[config.mk]
export PLATFORM = sky130hd
export DESIGN_NAME = hb_gate_seq
export DESIGN_NICKNAME = d
export VERILOG_FILES = /design/src/rtl/hb_gate_seq.sv
export SDC_FILE = /design/constraint.sdc
export NUM_CORES = 1
export LEC_CHECK = 0
export ABC_AREA = 1
export BUFFER_PORTS_ARGS = -buffer_cell sky130_fd_sc_hd__buf_4
export CORE_ASPECT_RATIO = 0.75
export CORE_UTILIZATION = 64
export CTS_BUF_LIST = sky130_fd_sc_hd__clkbuf_2 sky130_fd_sc_hd__clkbuf_4 sky130_fd_sc_hd__clkbuf_8
export DETAILED_ROUTE_END_ITERATION = 7
export PLACE_DENSITY = 0.91
export SLEW_MARGIN = 20
export SYNTH_ARGS = -nofsm -noshare
export SYNTH_HDL_FRONTEND = slang
export SYNTH_SLANG_ARGS = --single-unit
[constraint.sdc]
create_clock -name clk -period 3.95 [get_ports clk]
set_input_delay 0.5925 -clock clk [delete_from_list [all_inputs] [get_ports clk]]
set_output_delay 0.5925 -clock clk [all_outputs]
set_load 0.01 [all_outputs]
[src/rtl/hb_gate_seq.sv]
module hb_gate_seq #(
  parameter int WIN_W  = 10,
  parameter int LVL_W  = 3,
  parameter int HS_MAX = 1023
) (
  input  logic             clk,
  input  logic             rst_n,
  input  logic             on_hi,
  input  logic             on_lo,
  input  logic             gate_up_hi,
  input  logic             gate_up_lo,
  input  logic [WIN_W-1:0] win_len,
  input  logic [LVL_W-1:0] drv_level_in,
  input  logic             fault_clr,
  output logic             hi_src_strong,
  output logic             hi_src_weak,
  output logic             hi_snk_strong,
  output logic             hi_snk_weak,
  output logic             lo_src_strong,
  output logic             lo_src_weak,
  output logic             lo_snk_strong,
  output logic             lo_snk_weak,
  output logic [LVL_W-1:0] drv_level,
  output logic             fault
);
  localparam int HS_W = $clog2(HS_MAX + 1);

  typedef enum logic [2:0] {
    S_IDLE, S_WAIT_HI, S_DRV_HI, S_HOLD_HI,
    S_WAIT_LO, S_DRV_LO, S_HOLD_LO, S_FAULT
  } st_t;

  st_t              st;
  logic [1:0]       sy_hi, sy_lo;
  logic [WIN_W-1:0] win_cnt;
  logic [HS_W-1:0]  hs_cnt;
  logic [7:0]       drive;

  wire up_hi   = sy_hi[1];
  wire up_lo   = sy_lo[1];
  wire want_hi = on_hi & ~on_lo;
  wire want_lo = on_lo & ~on_hi;
  wire side_hi = (st == S_WAIT_HI) || (st == S_DRV_HI) || (st == S_HOLD_HI);
  wire side_lo = (st == S_WAIT_LO) || (st == S_DRV_LO) || (st == S_HOLD_LO);
  wire hs_last = (hs_cnt == HS_W'(HS_MAX - 1));
  wire [WIN_W-1:0] win_eff = (win_len == '0) ? WIN_W'(1) : win_len;

  always_ff @(posedge clk or negedge rst_n) begin
    if (!rst_n) begin
      st        <= S_IDLE;
      sy_hi     <= 2'b11;
      sy_lo     <= 2'b11;
      win_cnt   <= '0;
      hs_cnt    <= '0;
      drv_level <= '0;
    end else begin
      sy_hi     <= {sy_hi[0], gate_up_hi};
      sy_lo     <= {sy_lo[0], gate_up_lo};
      drv_level <= drv_level_in;
      if (st == S_FAULT) begin
        if (fault_clr && !on_hi && !on_lo) st <= S_IDLE;
      end else if (!want_hi && !want_lo) begin
        st <= S_IDLE;
      end else if (want_hi && !side_hi) begin
        st     <= S_WAIT_HI;
        hs_cnt <= '0;
      end else if (want_lo && !side_lo) begin
        st     <= S_WAIT_LO;
        hs_cnt <= '0;
      end else begin
        case (st)
          S_WAIT_HI, S_WAIT_LO: begin
            if (!((st == S_WAIT_HI) ? up_lo : up_hi)) begin
              st      <= (st == S_WAIT_HI) ? S_DRV_HI : S_DRV_LO;
              win_cnt <= win_eff;
            end else if (hs_last) begin
              st <= S_FAULT;
            end else begin
              hs_cnt <= hs_cnt + 1'b1;
            end
          end
          S_DRV_HI: begin
            if (win_cnt == WIN_W'(1)) st <= up_hi ? S_HOLD_HI : S_FAULT;
            else win_cnt <= win_cnt - 1'b1;
          end
          S_DRV_LO: begin
            if (win_cnt == WIN_W'(1)) st <= up_lo ? S_HOLD_LO : S_FAULT;
            else win_cnt <= win_cnt - 1'b1;
          end
          default: ;
        endcase
      end
    end
  end

  always_comb begin
    case (st)
      S_WAIT_HI: drive = 8'b0001_0010;
      S_DRV_HI:  drive = 8'b1000_0010;
      S_HOLD_HI: drive = 8'b0100_0001;
      S_WAIT_LO: drive = 8'b0010_0001;
      S_DRV_LO:  drive = 8'b0010_1000;
      S_HOLD_LO: drive = 8'b0001_0100;
      S_FAULT:   drive = 8'b0010_0010;
      default:   drive = 8'b0001_0001;
    endcase
  end

  assign {hi_src_strong, hi_src_weak, hi_snk_strong, hi_snk_weak,
          lo_src_strong, lo_src_weak, lo_snk_strong, lo_snk_weak} = drive;
  assign fault = (st == S_FAULT);
endmodule

==> results of run 1 <==
through the flow:
stage / area, µm² / setup WS [ns] / power (mW) / hold WS [ns] / cells
after floorplan: 2290 / 2.12 / 1.26 / 0.297 / 320
after global placement: 2500 / 1.85 / 1.40 / 0.346 / 384
after detailed placement: 2500 / 1.80 / 1.45 / 0.347 / 384
after CTS: 2600 / 1.74 / 1.72 / 0.241 / 392
after global routing: 2600 / 1.62 / 1.89 / 0.258 / 392
final: 2600 / 1.75 / 1.73 / 0.226 / 392
worst paths after layout:
path | startpoint | endpoint | depth (start not counted)
max in group asynchronous | rst_n | sy_lo[0]$_DFF_PN1_ | 1
min reg2reg | sy_hi[0]$_DFF_PN1_ | sy_hi[1]$_DFF_PN1_ | 0
min in group clk | sy_hi[0]$_DFF_PN1_ | sy_hi[1]$_DFF_PN1_ | 0
min | rst_n | hs_cnt[3]$_DFFE_PN0P_ | 1
max reg2reg | st[2]$_DFFE_PN0P_ | win_cnt[9]$_DFFE_PN0P_ | 10
max | st[1]$_DFFE_PN0P_ | lo_snk_strong | 5
flip-flops by register name (all words and copies together), names as in the netlist:
name	count
hs_cnt	10
win_cnt	10
drv_level	3
st	3
sy_hi	2
sy_lo	2
Yosys cell counts, types with 2 or more instances:
cell,number,area (µm²)
xnor2_1,2,17.5
nand3_4,2,35.0
inv_4,2,12.5
buf_6,5,56.3
nand3_1,34,170
nand3_2,3,30.0
nand2_1,87,327
nand2_2,7,43.8
inv_2,3,11.3
nand4_2,2,25.0
o21ai_2,10,87.6
dfrtp_1,26,651
nor2_1,47,176
ha_1,6,75.1
xor2_1,2,17.5
dfstp_2,4,105
o21ai_1,3,15.0
o21ai_0,12,60.1
nand2_4,6,67.6
a21oi_1,5,25.0
inv_1,37,139
metal layers:
metal,GRT usage [%],routed length (µm),up-vias
li1,-,-,1069
met1,41.8,2440,956
met2,49.0,2170,88
met3,6.93,375,8
met4,8.33,59,0
met5,0,0,-
cells by family (layout without fill, tap and decap cells):
| kind of cell | count (synthesis) | after routing | share of synthesized area [%] |
|---|---|---|---|
| AND/OR/NAND/NOR | 196 | 196 | 41.7 |
| buffers and inverters | 49 | 81 | 10.4 |
| AO/OA/AOI/OAI | 35 | 35 | 10.1 |
| flip-flops | 30 | 30 | 32.9 |
| adder cells (fa/ha/maj) | 6 | 6 | 3.27 |
| XOR/XNOR | 4 | 4 | 1.53 |
worst register-to-register path, stage by stage (launching register included):
cell     delay (ns)
dfrtp_1        0.58
nor2_4         0.22
nand2_2        0.12
nand2_2        0.17
inv_1          0.10
nand2_2        0.11
nand2_4        0.08
nor2_8         0.29
inv_1          0.10
nand2_1        0.08
nand2_1        0.06
layout make-up:
class / instances / area (µm²)
multi-input cells: 241 / 1300
fillers: 248 / 759
flip-flops and latches: 30 / 756
repair buffers: 31 / 233
inverters: 42 / 163
clock buffers: 7 / 90.1
well taps: 40 / 50.0
clock inverters: 1 / 5.00
power by group through the flow:
stage / Combinational (mW) / Sequential, mW / Clock, mW
after CTS: 0.927 / 0.529 / 0.264
after global routing: 1.06 / 0.547 / 0.280
after global placement: 0.877 / 0.527 / 0
after detailed placement: 0.916 / 0.532 / 0
final: 0.936 / 0.533 / 0.263
after floorplan: 0.800 / 0.465 / 0
==> impl_metrics.json, run 1 <==
{
  "synth_flop_cell": "dfrtp_1",
  "powerDensity_mw_per_mm2": 667,
  "ctsHoldBuffers": 0,
  "grt_usage_pct": 30.4,
  "routed_wirelength_mm": 5.04,
  "synth_warnings": 0,
  "numCtsBuffers": 5,
  "syn_avg_cell_area_um2": 7.17,
  "power_frac_seq_pct": 30.7,
  "intPower_mw": 0.883,
  "finalHoldViolations": 0,
  "synth-edff-count": 0,
  "row_count": 18,
  "dp_hpwl_mm": 3.72,
  "cp.arrival_ns": 1.61,
  "cts.clk_slew.worst_paths_ns": 0.07,
  "ctsRootBufferMaster": "clkbuf_8",
  "grt_pass1_wl_mm": 8.77,
  "max_stage_delay_ns": 0.65,
  "grt_overflow": 0,
  "fin_util_pct": 77.4,
  "crit_type": "register to output port",
  "dieWidth_um": 71.1,
  "fp.dieArea_mm2": 0.00383,
  "max_freq_mhz": 454,
  "crit_buf_inv": 2,
  "syn-num-nets": 346,
  "cts_tree": "built",
  "drive_gt1_share_pct": 23.9,
  "cts_resized": 0,
  "syn-instance-count": 320,
  "cts.sinks": 30,
  "status": "complete, but fails checks",
  "clkLatencyLatePin_ns": 0.28,
  "ff2ff_setup_slack_ns": 1.93,
  "worstPathMaxFanout": 10,
  "worst_pin_slew_ns": 0.564,
  "layout.nets": 377,
  "leakagePower_nw": 1.38,
  "layout_commonest_cell": "nand2_1",
  "cts_setup_buffers": 0,
  "fin_crit_ns": 2.20,
  "slowest_stage": "dfrtp_1",
  "grt_start_max_net_pins": 31,
  "fin_tns_setup_ns": 0,
  "setup_viol": 0,
  "grt_pass1_vias": 1916,
  "place_congestion": 0.924,
  "cts_buffer_depth": 2,
  "ios": 32,
  "initial_core_util_pct": 68.4,
  "ys_seq_elements": 30,
  "rsz0062_at_grt": "false",
  "ant_nets": 0,
  "holdCritPathClass": "input pin to asynchronous set/reset pin",
  "port_buffers": 31,
  "antenna_found_initial": 0,
  "coreArea_mm2": 0.00336,
  "finalClockSkew_ns": 0.00509,
  "p_clk_share_pct": 15.2,
  "cap_violations": 0,
  "path_delay_family": "flip-flops",
  "antenna_cells": 0,
  "dr_total_vias": 2121,
  "ir_drop_mv": 0.395,
  "p_sw_mw": 0.850,
  "startpoint_type": "register",
  "finalCritPeriodShare_pct": 55.7,
  "dr.pass1.iters": 7,
  "die_y_um": 53.9,
  "async_flop_share_pct": 100,
  "ys_seq_area_share_pct": 32.9,
  "cp-end-kind": "output port",
  "drc": 3,
  "netlist_area_mm2": 0.00229,
  "drt_iter0_markers": 190,
  "wl_per_cell_um": 12.9,
  "violations": "DRC",
  "slew-limit-headroom_pct": 62.4,
  "htree_levels": 2,
  "slew_viol_final": 0,
  "routed_via_density": 5.41,
  "layout_common_cells": "87 x nand2_1, 47 x nor2_1, 37 x inv_1",
  "areaGrowthSynthToFinish_pct": 13.1,
  "required_ns": 3.36,
  "p_comb_share_pct": 54.0,
  "synth_cell_types": 36,
  "p_sw_share_pct": 49.1,
  "crit_chain": "nand2_1 > nor2_1 > inv_1 > nand3_1 > buf_4"
}
No activity file was read; power rests on OpenSTA's default activity.
==> inputs of run 2 (changes only) <==
Settings changed: CORE_UTILIZATION 64 to 54, PLACE_DENSITY 0.91 to 0.82.
Clock period 3.95 ns to 1.9 ns, I/O delays scaled along.
==> impl_metrics.json, run 2 (synthesized netlist as in run 1, its figures left out) <==
{
  "routed_via_density": 5.09,
  "ir_drop_mv": 0.877,
  "worst_pin_slew_ns": 0.383,
  "rsz0062_at_grt": "false",
  "powerDensity_mw_per_mm2": 1350,
  "hold_ws_ns": 0.102,
  "dr.pass1.iters": 4,
  "ios": 32,
  "areaGrowthSynthToFinish_pct": 16.5,
  "setup_viol": 0,
  "grt_pass1_wl_mm": 8.04,
  "slew_viol_final": 0,
  "antenna_found_initial": 0,
  "ctsRootBufferMaster": "clkbuf_8",
  "finalCritPeriodShare_pct": 89.3,
  "met1_usage_pct": 30.6,
  "p_sw_share_pct": 47.3,
  "use_met2_pct": 36.0,
  "fin_tns_setup_ns": 0,
  "fin_crit_ns": 1.70,
  "cts_tree": "built",
  "crit_path_start": "st[0]$_DFFE_PN0P_",
  "grt_start_max_net_pins": 31,
  "dpl_cell_area_mm2": 0.00256,
  "dr_total_vias": 2098,
  "drive_gt1_share_pct": 25.5,
  "dp_hpwl_mm": 3.60,
  "coreArea_mm2": 0.00405,
  "cp-end-kind": "output port",
  "fillers": 364,
  "ant_nets": 0,
  "cp.arrival_ns": 1.41,
  "drt_iter0_markers": 94,
  "initial_core_util_pct": 56.6,
  "layout.nets": 382,
  "leakagePower_nw": 1.41,
  "finalClockSkew_ns": 0.00548,
  "cap_violations": 0,
  "met3_usage_pct": 4.81,
  "max_freq_mhz": 589,
  "p_total_mw": 3.61,
  "finalHoldViolations": 0,
  "layout_commonest_cell": "nand2_1",
  "rr_endpoint": "win_cnt[2]$_DFFE_PN0P_",
  "routed_wirelength_mm": 4.78,
  "crit_type": "register to output port",
  "r2r_start": "st[2]$_DFFE_PN0P_",
  "required_ns": 1.62,
  "slowest_stage": "dfrtp_2",
  "worstPathMaxFanout": 11,
  "numCtsBuffers": 5,
  "wl_per_cell_um": 11.6,
  "power_frac_seq_pct": 29.4,
  "p_sw_mw": 1.71,
  "max_stage_delay_ns": 0.51,
  "cts.sinks": 30,
  "intPower_mw": 1.90,
  "drc": 0,
  "cts_buffer_depth": 2,
  "fp.dieArea_mm2": 0.00452,
  "reg.largest.list": "hs_cnt x10, win_cnt x10",
  "port_buffers": 31,
  "grt_pass1_vias": 1818,
  "cts.clk_slew.worst_paths_ns": 0.07,
  "top_usage_layer": "met2",
  "htree_levels": 2,
  "clkLatencyLatePin_ns": 0.28,
  "layout_common_cells": "87 x nand2_1, 46 x nor2_1, 37 x inv_1",
  "ff2ff_setup_slack_ns": 0.22,
  "slew-limit-headroom_pct": 74.4,
  "status": "finished clean",
  "holdCritPathClass": "input pin to register",
  "crit_chain": "nand2_2 > nor2_1 > or2_2 > buf_4",
  "p_comb_share_pct": 55.6,
  "p_clk_share_pct": 15.0,
  "fin_area_mm2": 0.00267,
  "die_y_um": 58.5,
  "dieWidth_um": 77.3,
  "grt_overflow": 0,
  "row_count": 20,
  "place_congestion": 0.900,
  "endpoint": "lo_snk_weak",
  "grt_usage_pct": 22.5,
  "r2r_cells": 11,
  "antenna_cells": 0,
  "startpoint_type": "register"
}
## run 2: power by group through the flow
| stage | Combinational [mW] | Sequential, mW | Clock, mW |
|---|---|---|---|
| floorplan | 1.66 | 0.966 | 0 |
| global placement | 1.93 | 1.06 | 0 |
| detailed placement | 1.97 | 1.07 | 0 |
| CTS | 1.99 | 1.06 | 0.560 |
| global route | 2.25 | 1.09 | 0.580 |
| finish | 2.01 | 1.06 | 0.543 |
## run 2: how the worst min path moves through the flow
stage	slack [ns]	cells after the start	to	from
after floorplan	-0.01	0	drv_level[0]$_DFF_PN0_	rst_n
after global placement	0.23	1	hs_cnt[2]$_DFFE_PN0P_	rst_n
after detailed placement	0.24	1	hs_cnt[4]$_DFFE_PN0P_	rst_n
after CTS	0.09	1	drv_level[2]$_DFF_PN0_	drv_level_in[2]
after global routing	0.09	1	drv_level[2]$_DFF_PN0_	drv_level_in[2]
final	0.10	1	drv_level[2]$_DFF_PN0_	drv_level_in[2]
## run 2: timing repair
| item | 4_1_cts | 5_1_grt |
|---|---|---|
| buffers inserted | 0 | 0 |
| hold buffers | 1 | 0 |
| resized for setup | 0 | 3 |
| endpoints found under the setup margin | 0 | 8 |
| endpoints found under the hold margin | 26 | 0 |
## run 2: stage by stage
step                util [%]  cells  setup WS (ns)
floorplan                  -    320          0.375
global placement        63.2    403          0.175
finish                  65.9    412          0.203
CTS                     65.8    412        0.00113
detailed placement      63.2    403          0.127
global route            65.9    412         0.0733
## run 2: final cells by class
type / instances / area, µm² / share of cell area [%]
tap: 55 / 68.8 / 2.57
timing repair buffer: 36 / 285 / 10.7
clock inverter: 1 / 5.00 / 0.187
clock buffer: 7 / 90.1 / 3.37
multi-input combinational: 241 / 1300 / 48.7
inverter: 42 / 163 / 6.09
sequential: 30 / 758 / 28.4
## run 2: critical path, delay by kind of cell, from the launching register on
kind,cells,cell delay (ns)
DFF,1,0.51
and+or+nand+nor,3,0.48
buffers and inverters,1,0.14
## run 2: metal layers
layer,part of all wire (%),vias to the layer above
met5,0,-
met4,1.3,0
met3,4.6,7
met2,46,55
met1,48,958
li1,-,1078
==> inputs of run 3 (changes only) <==
Settings changed: CELL_PAD_IN_SITES_DETAIL_PLACEMENT from default to 1, CELL_PAD_IN_SITES_GLOBAL_PLACEMENT from default to 1, CORE_UTILIZATION 54 to 39.
==> impl_metrics.json, run 3 (synthesized netlist as in run 1, its figures left out) <==
{
  "htree_levels": 2,
  "r2r_cells": 10,
  "slew_viol_final": 0,
  "fp.dieArea_mm2": 0.00620,
  "place_inst": 426,
  "ios": 32,
  "layout_common_cells": "87 x nand2_1, 46 x nor2_1, 43 x buf_4",
  "coreArea_mm2": 0.00550,
  "holdCritPathClass": "input pin to register",
  "setup_viol": 0,
  "reg.largest.list": "hs_cnt x10, win_cnt x10",
  "pre_cts_slack_ns": 0.00309,
  "dieWidth_um": 90.6,
  "fin_util_pct": 50.3,
  "r2r_start": "win_cnt[1]$_DFFE_PN0P_",
  "instances_no_fill": 441,
  "min_from": "drv_level_in[2]",
  "finalHoldViolations": 0,
  "worstPathMaxFanout": 6,
  "fin_area_mm2": 0.00277,
  "finalCritPeriodShare_pct": 90.9,
  "clkLatencyLatePin_ns": 0.28,
  "grt_usage_pct": 21.0,
  "p_total_mw": 3.79,
  "hold_depth": 1,
  "rr_endpoint": "win_cnt[0]$_DFFE_PN0P_",
  "cts.sinks": 30,
  "max_stage_delay_ns": 0.39,
  "antenna_cells": 0,
  "crit_type": "register to register",
  "routed_wirelength_mm": 6.08,
  "slew-limit-headroom_pct": 72.5,
  "cp-end-kind": "register",
  "required_ns": 2.08,
  "status": "finished clean",
  "drc": 0,
  "cts_buffer_depth": 2,
  "cp.arrival_ns": 1.91,
  "initial_core_util_pct": 41.7,
  "grt_pass1_wl_mm": 9.94,
  "slowest_stage": "dfrtp_1",
  "routed_via_density": 4.88,
  "leakagePower_nw": 1.45,
  "hold_ws_ns": 0.103,
  "grt_start_max_net_pins": 31,
  "dpl_cell_area_mm2": 0.00260,
  "startpoint_type": "register",
  "dr_total_vias": 2150,
  "dp_hpwl_mm": 4.55,
  "port_buffers": 31,
  "setup_ws_ns": 0.172,
  "place_congestion": 0.781,
  "antenna_found_initial": 0,
  "worst_pin_slew_ns": 0.413,
  "wl_met1_mm": 3.05,
  "fin_crit_ns": 1.73,
  "fin_tns_setup_ns": 0,
  "ctsRootBufferMaster": "clkbuf_8",
  "ir_drop_mv": 0.638,
  "ant_nets": 0,
  "cap_violations": 0,
  "wl_met3_um": 186,
  "worstHoldEndpoint": "drv_level[2]$_DFF_PN0_",
  "drive_gt1_share_pct": 27.3,
  "ff2ff_setup_slack_ns": 0.17,
  "grt_overflow": 0,
  "grt_pass1_vias": 2040,
  "cts.clk_slew.worst_paths_ns": 0.07,
  "route.met2.wl_mm": 2.77,
  "row_count": 23,
  "crit_chain": "inv_1 > ha_1 > nand2_1 > nor2_1 > nand3_1 > o21ai_2 > nor2_8 > buf_4 > nand2_1 > o21ai_2",
  "highest_layer": "met4",
  "layout_commonest_cell": "nand2_1",
  "drt_iter0_markers": 70,
  "dr.pass1.iters": 4,
  "rsz0062_at_grt": "false",
  "cts_tree": "built",
  "finalClockSkew_ns": 0.00150,
  "die_y_um": 68.4,
  "layout.nets": 391,
  "powerDensity_mw_per_mm2": 1370,
  "numCtsBuffers": 5,
  "max_freq_mhz": 579,
  "wl_per_cell_um": 13.8,
  "areaGrowthSynthToFinish_pct": 20.5
}
[run 3: worst max-delay path, delay by kind of cell, from the launching register on]
| kind | cells | cell delay, ns |
|---|---|---|
| fa+ha+maj | 1 | 0.17 |
| buf+inv | 2 | 0.29 |
| simple gates | 5 | 0.48 |
| compound gates | 2 | 0.30 |
| flops | 1 | 0.39 |
[run 3: worst max path at each step]
stage,startpoint,end,slack (ns)
after floorplan,on_hi,win_cnt[0]$_DFFE_PN0P_,0.38
after global placement,st[1]$_DFFE_PN0P_,win_cnt[8]$_DFFE_PN0P_,0.08
after detailed placement,st[1]$_DFFE_PN0P_,win_cnt[9]$_DFFE_PN0P_,0.003
after CTS,st[2]$_DFFE_PN0P_,win_cnt[9]$_DFFE_PN0P_,0.06
after global routing,st[1]$_DFFE_PN0P_,st[2]$_DFFE_PN0P_,0.03
final,win_cnt[1]$_DFFE_PN0P_,win_cnt[0]$_DFFE_PN0P_,0.17
[run 3: what timing repair did]
action | CTS | global route
setup endpoints to repair | 3 | 6
endpoints found under the hold margin | 26 | 0
buffers inserted | 0 | 6
hold buffers | 1 | 0
gates cloned | 0 | 0
resized for setup | 2 | 1
pin swaps | 0 | 1
[run 3: report_power, final]
part / switching, mW / internal (mW)
sequential: 0.236 / 0.830
combinational: 1.34 / 0.846
clock: 0.254 / 0.291
total: 1.83 / 1.97
[run 3: final cells by class]
type | count | area [µm²]
timing repair buffer | 45 | 353
clock buffer | 6 | 82.6
clock inverter | 2 | 12.5
sequential | 30 | 758
inverter | 42 | 163
fill | 731 | 2730
multi-input combinational | 241 | 1300
tap | 75 | 93.8
[run 3: per-layer routing]
layer  vias up  track usage [%]
met1      1022             28.0
met4         0             6.05
met2        30             35.1
li1       1093                -
met3         5             4.22
met5         -                0
